===== config.mk =====
export PLATFORM = sky130hd
export DESIGN_NAME = pwm_phase_group
export DESIGN_NICKNAME = d
export VERILOG_FILES = /design/src/rtl/pwmgrp_pkg.sv /design/src/rtl/pwmgrp_ticker.sv /design/src/rtl/pwmgrp_seq.sv /design/src/rtl/pwmgrp_chan.sv /design/src/rtl/pwm_phase_group.sv
export SDC_FILE = /design/constraint.sdc
export NUM_CORES = 1
export LEC_CHECK = 0
export ABC_AREA = 1
export BUFFER_PORTS_ARGS = -buffer_cell sky130_fd_sc_hd__buf_2
export CAP_MARGIN = 25
export CORE_AREA = 2 2 170 189
export CTS_CLUSTER_DIAMETER = 200
export DETAILED_ROUTE_END_ITERATION = 16
export DIE_AREA = 0 0 172 191
export PLACE_DENSITY = 0.64
export SLEW_MARGIN = 15
export SYNTH_ARGS = -nofsm -noshare
export SYNTH_HDL_FRONTEND = slang
export SYNTH_SLANG_ARGS = --single-unit

===== constraint.sdc =====
create_clock -name clk -period 3 [get_ports clk]
set_input_delay 0 -clock clk [delete_from_list [all_inputs] [get_ports clk]]
set_output_delay 0 -clock clk [all_outputs]
set_load 0.02 [all_outputs]

===== src/rtl/pwmgrp_pkg.sv =====
package pwmgrp_pkg;
  parameter int PER_W = 16;
  parameter int NUM_W = 16;
  parameter int NCH   = 4;
  localparam int EXT_W = PER_W + 3;

  typedef logic [PER_W-1:0] per_t;
  typedef logic [NUM_W-1:0] num_t;
  typedef logic [EXT_W-1:0] ext_t;

  typedef enum logic [1:0] {
    GS_IDLE = 2'd0,
    GS_RUN  = 2'd1,
    GS_DONE = 2'd2
  } gstate_e;

  // floor(k * p / 8) for k in 0..7, built from shifted partial sums
  function automatic per_t eighths(per_t p, int k);
    ext_t acc;
    acc = '0;
    for (int b = 0; b < 3; b++)
      if (((k >> b) & 1) == 1) acc = acc + (ext_t'(p) << b);
    acc = acc >> 3;
    return acc[PER_W-1:0];
  endfunction

  // counter value a channel is loaded with at launch
  function automatic per_t phase_start(per_t p, logic inv, int idx);
    per_t step;
    per_t acc;
    step = eighths(p, 2);
    acc  = '0;
    for (int k = 0; k < NCH; k++)
      if (k < idx) acc = acc + step;
    return inv ? (eighths(p, 6) - acc) : acc;
  endfunction

  function automatic per_t next_count(per_t c, per_t p);
    return (c == p - per_t'(1)) ? '0 : c + per_t'(1);
  endfunction
endpackage


===== src/rtl/pwmgrp_ticker.sv =====
module pwmgrp_ticker #(
  parameter int PRESCALE = 239
) (
  input  logic clk,
  input  logic rst_n,
  input  logic run,
  output logic tick
);
  localparam int DW = (PRESCALE > 0) ? $clog2(PRESCALE + 1) : 1;
  localparam logic [DW-1:0] LAST = DW'(PRESCALE);

  logic [DW-1:0] div_q;

  assign tick = run && (div_q == LAST);

  always_ff @(posedge clk) begin
    if (!rst_n)             div_q <= '0;
    else if (!run || tick)  div_q <= '0;
    else                    div_q <= div_q + DW'(1);
  end
endmodule


===== src/rtl/pwmgrp_seq.sv =====
module pwmgrp_seq
  import pwmgrp_pkg::*;
(
  input  logic           clk,
  input  logic           rst_n,
  input  logic           grp_enable,
  input  logic           grp_start,
  input  logic [NCH-1:0] ch_enable,
  input  per_t           cfg_period,
  input  num_t           cfg_pulses,
  input  logic           cfg_invert,
  input  logic           tick,
  output logic           run,
  output logic           done,
  output logic           launch,
  output per_t           per_q,
  output logic           pol_q,
  output logic           idle_lvl
);
  gstate_e state_q, state_d;
  num_t    num_q;
  per_t    ref_q;
  num_t    prd_q;
  logic    start_ok, zero_req, capture, wrap, finish;

  assign start_ok = grp_enable && grp_start && (&ch_enable);
  assign zero_req = (cfg_pulses == '0);
  assign capture  = (state_q == GS_IDLE) && start_ok;
  assign launch   = capture && !zero_req;
  assign run      = (state_q == GS_RUN);
  assign done     = (state_q == GS_DONE);
  assign wrap     = run && tick && (ref_q == per_q - per_t'(1));
  assign finish   = wrap && (prd_q == num_q - num_t'(1));
  assign idle_lvl = (state_q == GS_IDLE) ? cfg_invert : pol_q;

  always_comb begin
    state_d = state_q;
    unique case (state_q)
      GS_IDLE: if (start_ok) state_d = zero_req ? GS_DONE : GS_RUN;
      GS_RUN: begin
        if (!start_ok)   state_d = GS_IDLE;
        else if (finish) state_d = GS_DONE;
      end
      GS_DONE: if (!(grp_enable && grp_start)) state_d = GS_IDLE;
      default: state_d = GS_IDLE;
    endcase
  end

  always_ff @(posedge clk) begin
    if (!rst_n) begin
      state_q <= GS_IDLE;
      per_q   <= '0;
      num_q   <= '0;
      pol_q   <= 1'b0;
      ref_q   <= '0;
      prd_q   <= '0;
    end else begin
      state_q <= state_d;
      if (capture) begin
        per_q <= cfg_period;
        num_q <= cfg_pulses;
        pol_q <= cfg_invert;
        ref_q <= '0;
        prd_q <= '0;
      end else if (run && tick) begin
        ref_q <= next_count(ref_q, per_q);
        if (wrap) prd_q <= prd_q + num_t'(1);
      end
    end
  end
endmodule


===== src/rtl/pwmgrp_chan.sv =====
module pwmgrp_chan
  import pwmgrp_pkg::*;
#(
  parameter int IDX = 0
) (
  input  logic clk,
  input  logic rst_n,
  input  logic load,
  input  logic tick,
  input  logic run,
  input  logic idle_lvl,
  input  logic pol,
  input  per_t cfg_period,
  input  logic cfg_invert,
  input  per_t per,
  input  per_t act,
  output logic pwm,
  output per_t cnt
);
  always_ff @(posedge clk) begin
    if (!rst_n)            cnt <= '0;
    else if (load)         cnt <= phase_start(cfg_period, cfg_invert, IDX);
    else if (run && tick)  cnt <= next_count(cnt, per);
  end

  assign pwm = run ? ((cnt < act) ^ pol) : idle_lvl;
endmodule


===== src/rtl/pwm_phase_group.sv =====
module pwm_phase_group
  import pwmgrp_pkg::*;
#(
  parameter int PRESCALE = 8'hEF
) (
  input  logic             clk,
  input  logic             rst_n,
  input  logic [PER_W-1:0] cfg_period,
  input  logic [NUM_W-1:0] cfg_pulses,
  input  logic             cfg_invert,
  input  logic             grp_enable,
  input  logic             grp_start,
  input  logic [NCH-1:0]   ch_enable,
  output logic [NCH-1:0]   pwm_out,
  output logic             grp_done
);
  logic run, tick, launch, pol_q, idle_lvl;
  per_t per_q, act_q;
  logic [NCH-1:0][PER_W-1:0] ch_cnt;

  assign act_q = eighths(per_q, 3);

  pwmgrp_seq u_seq (
    .clk(clk), .rst_n(rst_n),
    .grp_enable(grp_enable), .grp_start(grp_start), .ch_enable(ch_enable),
    .cfg_period(cfg_period), .cfg_pulses(cfg_pulses), .cfg_invert(cfg_invert),
    .tick(tick), .run(run), .done(grp_done), .launch(launch),
    .per_q(per_q), .pol_q(pol_q), .idle_lvl(idle_lvl)
  );

  pwmgrp_ticker #(.PRESCALE(PRESCALE)) u_tick (
    .clk(clk), .rst_n(rst_n), .run(run), .tick(tick)
  );

  for (genvar g = 0; g < NCH; g++) begin : g_ch
    pwmgrp_chan #(.IDX(g)) u_ch (
      .clk(clk), .rst_n(rst_n), .load(launch), .tick(tick), .run(run),
      .idle_lvl(idle_lvl), .pol(pol_q), .cfg_period(cfg_period),
      .cfg_invert(cfg_invert), .per(per_q), .act(act_q),
      .pwm(pwm_out[g]), .cnt(ch_cnt[g])
    );
  end
endmodule


==> results of run 1 <==
metal layers:
layer / up-vias / share of wire (%) / GRT usage [%]
li1: 8839 / - / -
met1: 8380 / 42 / 44.7
met2: 624 / 48 / 62.0
met3: 147 / 5.8 / 4.84
met4: 0 / 4.8 / 16.3
met5: - / 0 / 0
cell type report:
class	count	area (µm²)
Multi-Input combinational cell	1941	11700
Fill cell	2978	11300
Inverter	296	1110
Timing Repair Buffer	386	2920
Clock inverter	14	194
Tap cell	420	526
Antenna cell	1	2.50
Clock buffer	17	425
Sequential cell	139	2790
power breakdown:
group | internal, mW | total, mW | leakage (nW) | switching (mW)
clock network | 1.39 | 2.32 | 0.299 | 0.932
registers | 1.86 | 1.89 | 1.12 | 0.0265
logic | 1.55 | 3.44 | 7.99 | 1.89
final timing paths:
kind / to / slack [ps] / cells after the start
setup / recovery: pwm_out[1] / -730 / 24
hold / removal: u_seq.state_q[1] / 30 / 5
setup reg to reg: u_seq.prd_q[2] / 70 / 17
hold reg to reg: u_tick.div_q[0] / 460 / 1
synth_stat cells (3+ instances only):
cell,number
o21bai_1,8
and3_1,3
nand4_1,68
buf_1,8
fa_1,3
nand3b_1,22
nand2_1,539
buf_4,6
inv_1,289
o21ai_1,5
a31oi_1,16
a22oi_1,3
a21oi_1,227
o211ai_1,4
a21o_1,8
nand3_1,214
xnor2_1,38
xor2_1,124
nor3b_1,5
o31ai_1,3
clkbuf_1,44
inv_2,6
o21ai_0,169
nand2_2,10
buf_6,3
nor2_1,213
a211oi_1,7
o22ai_1,6
buf_2,8
nor3_1,40
nor2_2,3
or2_2,11
nor4_1,18
dfxtp_1,139
ha_1,154
flip-flops by register name (all words and copies together) (netlist names):
| signal | cells |
|---|---|
| g_ch.u_ch.cnt | 64 |
| u_seq.num_q | 16 |
| u_seq.per_q | 16 |
| u_seq.prd_q | 16 |
| u_seq.ref_q | 16 |
| u_tick.div_q | 8 |
| u_seq.state_q | 2 |
| u_seq.pol_q | 1 |
critical path: cells and delay by family (launching register included):
kind / cells / cell delay (ps)
XOR/XNOR: 1 / 160
buffers and inverters: 3 / 460
adder cells (fa/ha/maj): 2 / 440
AO/OA/AOI/OAI: 9 / 1200
flip-flops: 1 / 360
AND/OR/NAND/NOR: 9 / 640
what timing repair did:
item,CTS,global route
resized for setup,41,100
endpoints found under the setup margin,5,87
setup buffers,9,11
hold endpoints to repair,19,0
cloned,0,1
hold buffers,21,0
pin swaps,31,40
metrics by stage:
step | instances | util, %
6_report | 3214 | 63.6
5_1_grt | 3213 | 63.6
4_1_cts | 3201 | 61.7
3_5_place_dp | 3140 | 58.2
3_3_place_gp | 3140 | 58.2
2_1_floorplan | 2446 | -
cells by family after synthesis:
| family | Yosys count | synth area share [%] |
|---|---|---|
| xor gates and xnor gates | 163 | 9.46 |
| AOI/OAI and AO/OA | 463 | 16.1 |
| adders and majority gates | 157 | 13.0 |
| muxes | 1 | 0.0657 |
| buffers and inverters | 366 | 9.40 |
| DFF | 139 | 18.3 |
| and+or+nand+nor | 1157 | 33.7 |
==> flow_results.xml, run 1 <==
<?xml version="1.0" encoding="UTF-8"?>
<metrics>
  <group name="die">
    <metric name="core" unit="µm²">31000</metric>
    <metric name="floorplan.initialDensity" unit="%">49.2</metric>
    <metric name="floorplan.die.height" unit="µm">191</metric>
    <metric name="dieWidth" unit="µm">172</metric>
    <metric name="design.die.area" unit="µm²">32900</metric>
    <metric name="floorplan.rows" unit="">68</metric>
    <metric name="ios" unit="">46</metric>
  </group>
  <group name="timing">
    <metric name="finalSetupTns" unit="ps">-2880</metric>
    <metric name="rsz_0062_raised_after_global_routing" unit="">yes</metric>
    <metric name="final.hold.worst_slack" unit="ps">31.9</metric>
    <metric name="final_critical_path_setup_slack" unit="ps">-729</metric>
    <metric name="timing.final.hold_violations" unit="">0</metric>
    <metric name="tightest_slew" unit="ps">899</metric>
    <metric name="setup_violations" unit="">4</metric>
    <metric name="skew" unit="ps">18.8</metric>
    <metric name="final.min_clock_period" unit="ps">3730</metric>
    <metric name="timing_max_transition_violations_final" unit="">0</metric>
    <metric name="layout_worst_path_cycle_share" unit="%">124</metric>
    <metric name="worst_slew_margin_rel" unit="%">40.0</metric>
    <metric name="timing.fmax" unit="GHz">0.268</metric>
  </group>
  <group name="global_routing">
    <metric name="global_route_wire_length_before_repair" unit="mm">92.0</metric>
    <metric name="antenna_found_initial" unit="">0</metric>
    <metric name="gr-usage-all-layers" unit="%">36.1</metric>
    <metric name="grt_overflow" unit="">0</metric>
    <metric name="vias_in_the_first_global_route" unit="">17000</metric>
    <metric name="grt_max_degree" unit="">58</metric>
  </group>
  <group name="setup_path">
    <metric name="timing.rr.start" unit="">u_seq.per_q[0]</metric>
    <metric name="cp.arrival" unit="ps">3730</metric>
    <metric name="largest_driver_fanout_on_the_critical_path" unit="">4</metric>
    <metric name="worst-endpoint-required" unit="ps">3000</metric>
    <metric name="cp-end-kind" unit="">output port</metric>
    <metric name="critPathLaunch" unit="">u_seq.per_q[2]</metric>
    <metric name="timing_worst_setup_path_type" unit="">reg2out</metric>
    <metric name="crit_path_cell_trace" unit="">inv_4 &gt; ha_4 &gt; nand2_2 &gt; nand2_2 &gt; nand2_2 &gt; nand2_2 &gt; nand2_4 &gt; nand2_4 &gt; a21oi_4 &gt; o21ai_2 &gt; a21oi_2 &gt; o21ai_2 &gt; xnor2_1 &gt; buf_4 &gt; ha_1 &gt; nand2_2 &gt; o21ai_0 &gt; a21oi_1 &gt; o21bai_1 &gt; a211oi_2 &gt; nand3_1 &gt; nand2_1 &gt; o21ai_0 &gt; buf_2</metric>
    <metric name="critical_path.most_common_cell" unit="">nand2_2</metric>
    <metric name="slowest_stage" unit="">dfxtp_4</metric>
    <metric name="startpoint_type" unit="">flop</metric>
    <metric name="max_stage_delay" unit="ps">360</metric>
  </group>
  <group name="pwr">
    <metric name="total_power" unit="mW">7.65</metric>
    <metric name="pwr_density_cell" unit="nW/µm²">388</metric>
    <metric name="power_leakage" unit="nW">9.41</metric>
    <metric name="power.ir.vdd_worst" unit="µV">402</metric>
  </group>
  <group name="placement">
    <metric name="dp.final_hpwl" unit="mm">47.2</metric>
    <metric name="placed_area" unit="µm²">18000</metric>
    <metric name="post-place-ws" unit="ps">-572</metric>
    <metric name="gpl.final_weighted_congestion" unit="">1.01</metric>
    <metric name="numPortBuffers" unit="">45</metric>
  </group>
  <group name="finish">
    <metric name="synthToLayoutAreaGrowth" unit="%">29.2</metric>
    <metric name="fin_area" unit="µm²">19700</metric>
    <metric name="layout.cells.most_common" unit="">nand2_1</metric>
    <metric name="fin_nets" unit="">2979</metric>
    <metric name="most-common-layout-cells" unit="">517 x nand2_1, 313 x buf_4, 283 x inv_1</metric>
    <metric name="fraction_of_layout_instances_using_a_drive_strength_above_1" unit="%">19.7</metric>
  </group>
  <group name="clocking">
    <metric name="clock_insertion_delay_worst_skew" unit="ps">450</metric>
    <metric name="cts_root_buffer" unit="">clkbuf_16</metric>
    <metric name="clock_tree.buffer_depth" unit="">2</metric>
    <metric name="cts_inserted_buffers" unit="">17</metric>
    <metric name="h-tree-depth" unit="">4</metric>
    <metric name="tritoncts_num_sinks" unit="">139</metric>
    <metric name="clock_pin_slew_worst_setup_and_hold_paths" unit="ps">70</metric>
    <metric name="clock_tree_from_tritoncts" unit="">built</metric>
  </group>
  <group name="synthesis">
    <metric name="synth_cell_type_count" unit="">52</metric>
    <metric name="netlist.area_leader.share" unit="%">18.3</metric>
    <metric name="yosys_register_bits" unit="">139</metric>
    <metric name="yosys_warnings" unit="">0</metric>
    <metric name="edff_count_synth" unit="">0</metric>
    <metric name="async_flop_share" unit="%">0</metric>
    <metric name="synth_instances" unit="">2446</metric>
    <metric name="ranking_of_synthesized_cells_by_area" unit="">dfxtp_1 18%, nand2_1 13%, ha_1 13%</metric>
    <metric name="seq_area_frac_synth" unit="%">18.3</metric>
    <metric name="syn_area_per_cell" unit="µm²">6.23</metric>
    <metric name="synth_top_cell_by_area" unit="">dfxtp_1</metric>
    <metric name="synth-main-ff-cell" unit="">dfxtp_1</metric>
    <metric name="synth_nets" unit="">2644</metric>
    <metric name="netlist_area" unit="µm²">15200</metric>
  </group>
  <group name="drt">
    <metric name="via_count" unit="">18000</metric>
    <metric name="drt_first_iter_violations" unit="">1533</metric>
    <metric name="totalWireLength" unit="mm">59.6</metric>
    <metric name="drt_pass1_iterations" unit="">6</metric>
    <metric name="post-route-drc-count" unit="">0</metric>
    <metric name="ant_nets" unit="">0</metric>
    <metric name="wl_per_cell" unit="µm">18.5</metric>
    <metric name="via_per_inst" unit="">5.60</metric>
  </group>
  <group name="min_path">
    <metric name="min-delay-start" unit="">ch_enable[1]</metric>
    <metric name="hold_path_class" unit="">in2reg</metric>
  </group>
  <group name="outcome">
    <metric name="run_status" unit="">finished, violations left</metric>
    <metric name="violations_in_the_final_reports" unit="">negative setup slack</metric>
  </group>
  <group name="run">
    <metric name="timing.max_cap.violations" unit="">0</metric>
  </group>
</metrics>
(Power assumes the default switching activity.)
==> inputs of run 2 (changes only) <==
- CORE_AREA: 2 2 170 189 -> 2 2 168 187
- DIE_AREA: 0 0 172 191 -> 0 0 170 189
- PLACE_DENSITY: 0.64 -> 0.65
==> run 2 against run 1 <==
Effect of this change: design area down 0.83%; the flow still finishes with violations (negative setup slack); first-iteration DRC count fell by 8.3%; hold slack got worse by 12 ps; die area is 2.2% lower; final cell count down 1.5%; maximum frequency down 4.0%; critical path type unchanged; flip-flop and latch count unchanged.
==> flow_results.xml, run 2 (synthesis results as in run 1) <==
<?xml version="1.0" encoding="UTF-8"?>
<metrics>
  <group name="clocking">
    <metric name="tritoncts_num_sinks" unit="">139</metric>
    <metric name="cts_root_buffer" unit="">clkbuf_16</metric>
    <metric name="clock_pin_slew_worst_setup_and_hold_paths" unit="ps">70</metric>
    <metric name="cts_inserted_buffers" unit="">17</metric>
    <metric name="h-tree-depth" unit="">4</metric>
    <metric name="clock_tree_from_tritoncts" unit="">built</metric>
    <metric name="clock_insertion_delay_worst_skew" unit="ps">460</metric>
    <metric name="clock_tree.buffer_depth" unit="">2</metric>
  </group>
  <group name="die">
    <metric name="core" unit="µm²">30200</metric>
    <metric name="ios" unit="">46</metric>
    <metric name="floorplan.rows" unit="">67</metric>
    <metric name="design.die.area" unit="µm²">32100</metric>
    <metric name="floorplan.die.height" unit="µm">189</metric>
    <metric name="floorplan.initialDensity" unit="%">50.5</metric>
    <metric name="dieWidth" unit="µm">170</metric>
  </group>
  <group name="timing">
    <metric name="final.hold.worst_slack" unit="ps">20.4</metric>
    <metric name="final.min_clock_period" unit="ps">3880</metric>
    <metric name="skew" unit="ps">16.9</metric>
    <metric name="timing.fmax" unit="GHz">0.258</metric>
    <metric name="final_critical_path_setup_slack" unit="ps">-883</metric>
    <metric name="tightest_slew" unit="ps">908</metric>
    <metric name="rsz_0062_raised_after_global_routing" unit="">yes</metric>
    <metric name="finalSetupTns" unit="ps">-3390</metric>
    <metric name="layout_worst_path_cycle_share" unit="%">129</metric>
    <metric name="worst_slew_margin_rel" unit="%">39.4</metric>
    <metric name="timing_max_transition_violations_final" unit="">0</metric>
    <metric name="setup_violations" unit="">4</metric>
    <metric name="timing.final.hold_violations" unit="">0</metric>
  </group>
  <group name="pwr">
    <metric name="total_power" unit="mW">7.53</metric>
    <metric name="power.ir.vdd_worst" unit="µV">384</metric>
    <metric name="pwr_density_cell" unit="nW/µm²">386</metric>
    <metric name="power_leakage" unit="nW">9.41</metric>
  </group>
  <group name="drt">
    <metric name="ant_nets" unit="">0</metric>
    <metric name="wl_per_cell" unit="µm">18.8</metric>
    <metric name="drt_first_iter_violations" unit="">1406</metric>
    <metric name="via_per_inst" unit="">5.69</metric>
    <metric name="post-route-drc-count" unit="">0</metric>
    <metric name="drt_pass1_iterations" unit="">6</metric>
    <metric name="totalWireLength" unit="mm">59.7</metric>
    <metric name="via_count" unit="">18000</metric>
  </group>
  <group name="finish">
    <metric name="most-common-layout-cells" unit="">520 x nand2_1, 306 x buf_4, 282 x inv_1</metric>
    <metric name="synthToLayoutAreaGrowth" unit="%">28.1</metric>
    <metric name="largest_register_ff_count" unit="">64</metric>
    <metric name="fin_area" unit="µm²">19500</metric>
    <metric name="fin_nets" unit="">2972</metric>
    <metric name="fraction_of_layout_instances_using_a_drive_strength_above_1" unit="%">19.2</metric>
    <metric name="n_antenna_cell" unit="">0</metric>
    <metric name="registers.top_by_ff_count" unit="">g_ch.u_ch.cnt</metric>
    <metric name="area.sequential" unit="µm²">2790</metric>
    <metric name="layout.cells.most_common" unit="">nand2_1</metric>
    <metric name="nFillCells" unit="">2769</metric>
    <metric name="multi_input_comb_area" unit="µm²">11700</metric>
  </group>
  <group name="placement">
    <metric name="post-place-ws" unit="ps">-690</metric>
    <metric name="gpl.final_weighted_congestion" unit="">0.998</metric>
    <metric name="numPortBuffers" unit="">45</metric>
    <metric name="dp.final_hpwl" unit="mm">47.1</metric>
    <metric name="placed_area" unit="µm²">17900</metric>
  </group>
  <group name="setup_path">
    <metric name="timing_worst_setup_path_type" unit="">reg2out</metric>
    <metric name="largest_driver_fanout_on_the_critical_path" unit="">4</metric>
    <metric name="timing.rr.start" unit="">u_seq.per_q[0]</metric>
    <metric name="max_stage_delay" unit="ps">350</metric>
    <metric name="startpoint_type" unit="">flop</metric>
    <metric name="critPathBufInv" unit="">3</metric>
    <metric name="cp.arrival" unit="ps">3880</metric>
    <metric name="worst-endpoint-required" unit="ps">3000</metric>
    <metric name="cp-end-kind" unit="">output port</metric>
    <metric name="critical_path.most_common_cell" unit="">nand2_2</metric>
    <metric name="timing.critical_path.max_delay_family" unit="">compound AO/OA/AOI/OAI gates</metric>
    <metric name="timing.rr.end" unit="">u_seq.prd_q[3]</metric>
    <metric name="worst_r2r_path_depth" unit="">17</metric>
    <metric name="slowest_stage" unit="">a211oi_2</metric>
    <metric name="regToRegSetupSlack" unit="ps">190</metric>
  </group>
  <group name="outcome">
    <metric name="violations_in_the_final_reports" unit="">negative setup slack</metric>
    <metric name="run_status" unit="">finished, violations left</metric>
  </group>
  <group name="min_path">
    <metric name="hold_path_class" unit="">in2reg</metric>
    <metric name="timing.hold.worst_path_depth" unit="">5</metric>
    <metric name="whs_endpoint" unit="">u_seq.state_q[1]</metric>
    <metric name="min-delay-start" unit="">ch_enable[1]</metric>
  </group>
  <group name="global_routing">
    <metric name="antenna_found_initial" unit="">0</metric>
    <metric name="grt_max_degree" unit="">58</metric>
    <metric name="vias_in_the_first_global_route" unit="">17300</metric>
    <metric name="grt_overflow" unit="">0</metric>
    <metric name="global_route_wire_length_before_repair" unit="mm">92.6</metric>
    <metric name="gr-usage-all-layers" unit="%">36.9</metric>
  </group>
  <group name="run">
    <metric name="timing.max_cap.violations" unit="">0</metric>
  </group>
</metrics>
==> run 2: cell count changes in the layout (fill, tap and decap cells not counted), sizes merged <==
cell / change
clkbuf: +2
bufinv: -2
buf: -7
inv: +1
diode: -1
==> run 2: cell type report <==
type                       instances  area share [%]
clock inverter                    13           0.731
sequential                       139            14.3
timing repair buffer             379            14.7
inverter                         296            5.73
tap                              379            2.43
multi-input combinational       1941            59.9
clock buffer                      19            2.27
==> run 2: where the power goes <==
group          leakage [nW]  switching [mW]  internal [mW]  total (mW)
Clock                 0.284           0.937           1.25        2.19
Combinational          8.00            1.89           1.56        3.45
Sequential             1.12          0.0271           1.86        1.89
Total                  9.41            2.86           4.67        7.53
==> run 2: repair_timing <==
item,in CTS,in global routing
pin swaps,36,50
gates cloned,0,0
hold buffers,21,0
endpoints found under the setup margin,10,86
endpoints found under the hold margin,19,0
setup buffers,8,16
resized for setup,53,82
==> run 2: per-stage QoR <==
stage          utilization, %  cells
5_1_grt                  64.7   3166
2_1_floorplan               -   2446
3_3_place_gp             59.3   3089
6_report                 64.7   3166
3_5_place_dp             59.3   3089
4_1_cts                  62.9   3150
==> run 2: how the worst max path moves through the flow <==
stage                   startpoint          to  slack (ps)  depth (start not counted)
global route        u_seq.per_q[1]  pwm_out[0]       -1080                         25
global placement    u_seq.per_q[2]  pwm_out[3]        -610                         24
floorplan           u_seq.per_q[1]  pwm_out[3]         -50                         24
detailed placement  u_seq.per_q[2]  pwm_out[0]        -690                         24
CTS                 u_seq.per_q[1]  pwm_out[0]        -840                         26
finish              u_seq.per_q[1]  pwm_out[3]        -880                         25
==> run 2: metal layers <==
metal / part of all wire [%] / track usage [%] / up-vias
met4: 4.4 / 17.3 / 0
met5: 0 / 0 / -
met2: 48 / 63.8 / 643
li1: - / - / 8835
met1: 41 / 45.4 / 8391
met3: 6.2 / 4.54 / 156
==> run 2: worst reg2reg max path, delay by kind of cell (launching register included) <==
family	cells	cell delay [ps]
AO/OA/AOI/OAI	1	60
adder cells (fa/ha/maj)	1	240
buffers and inverters	3	480
flip-flops	1	310
AND/OR/NAND/NOR	12	1600
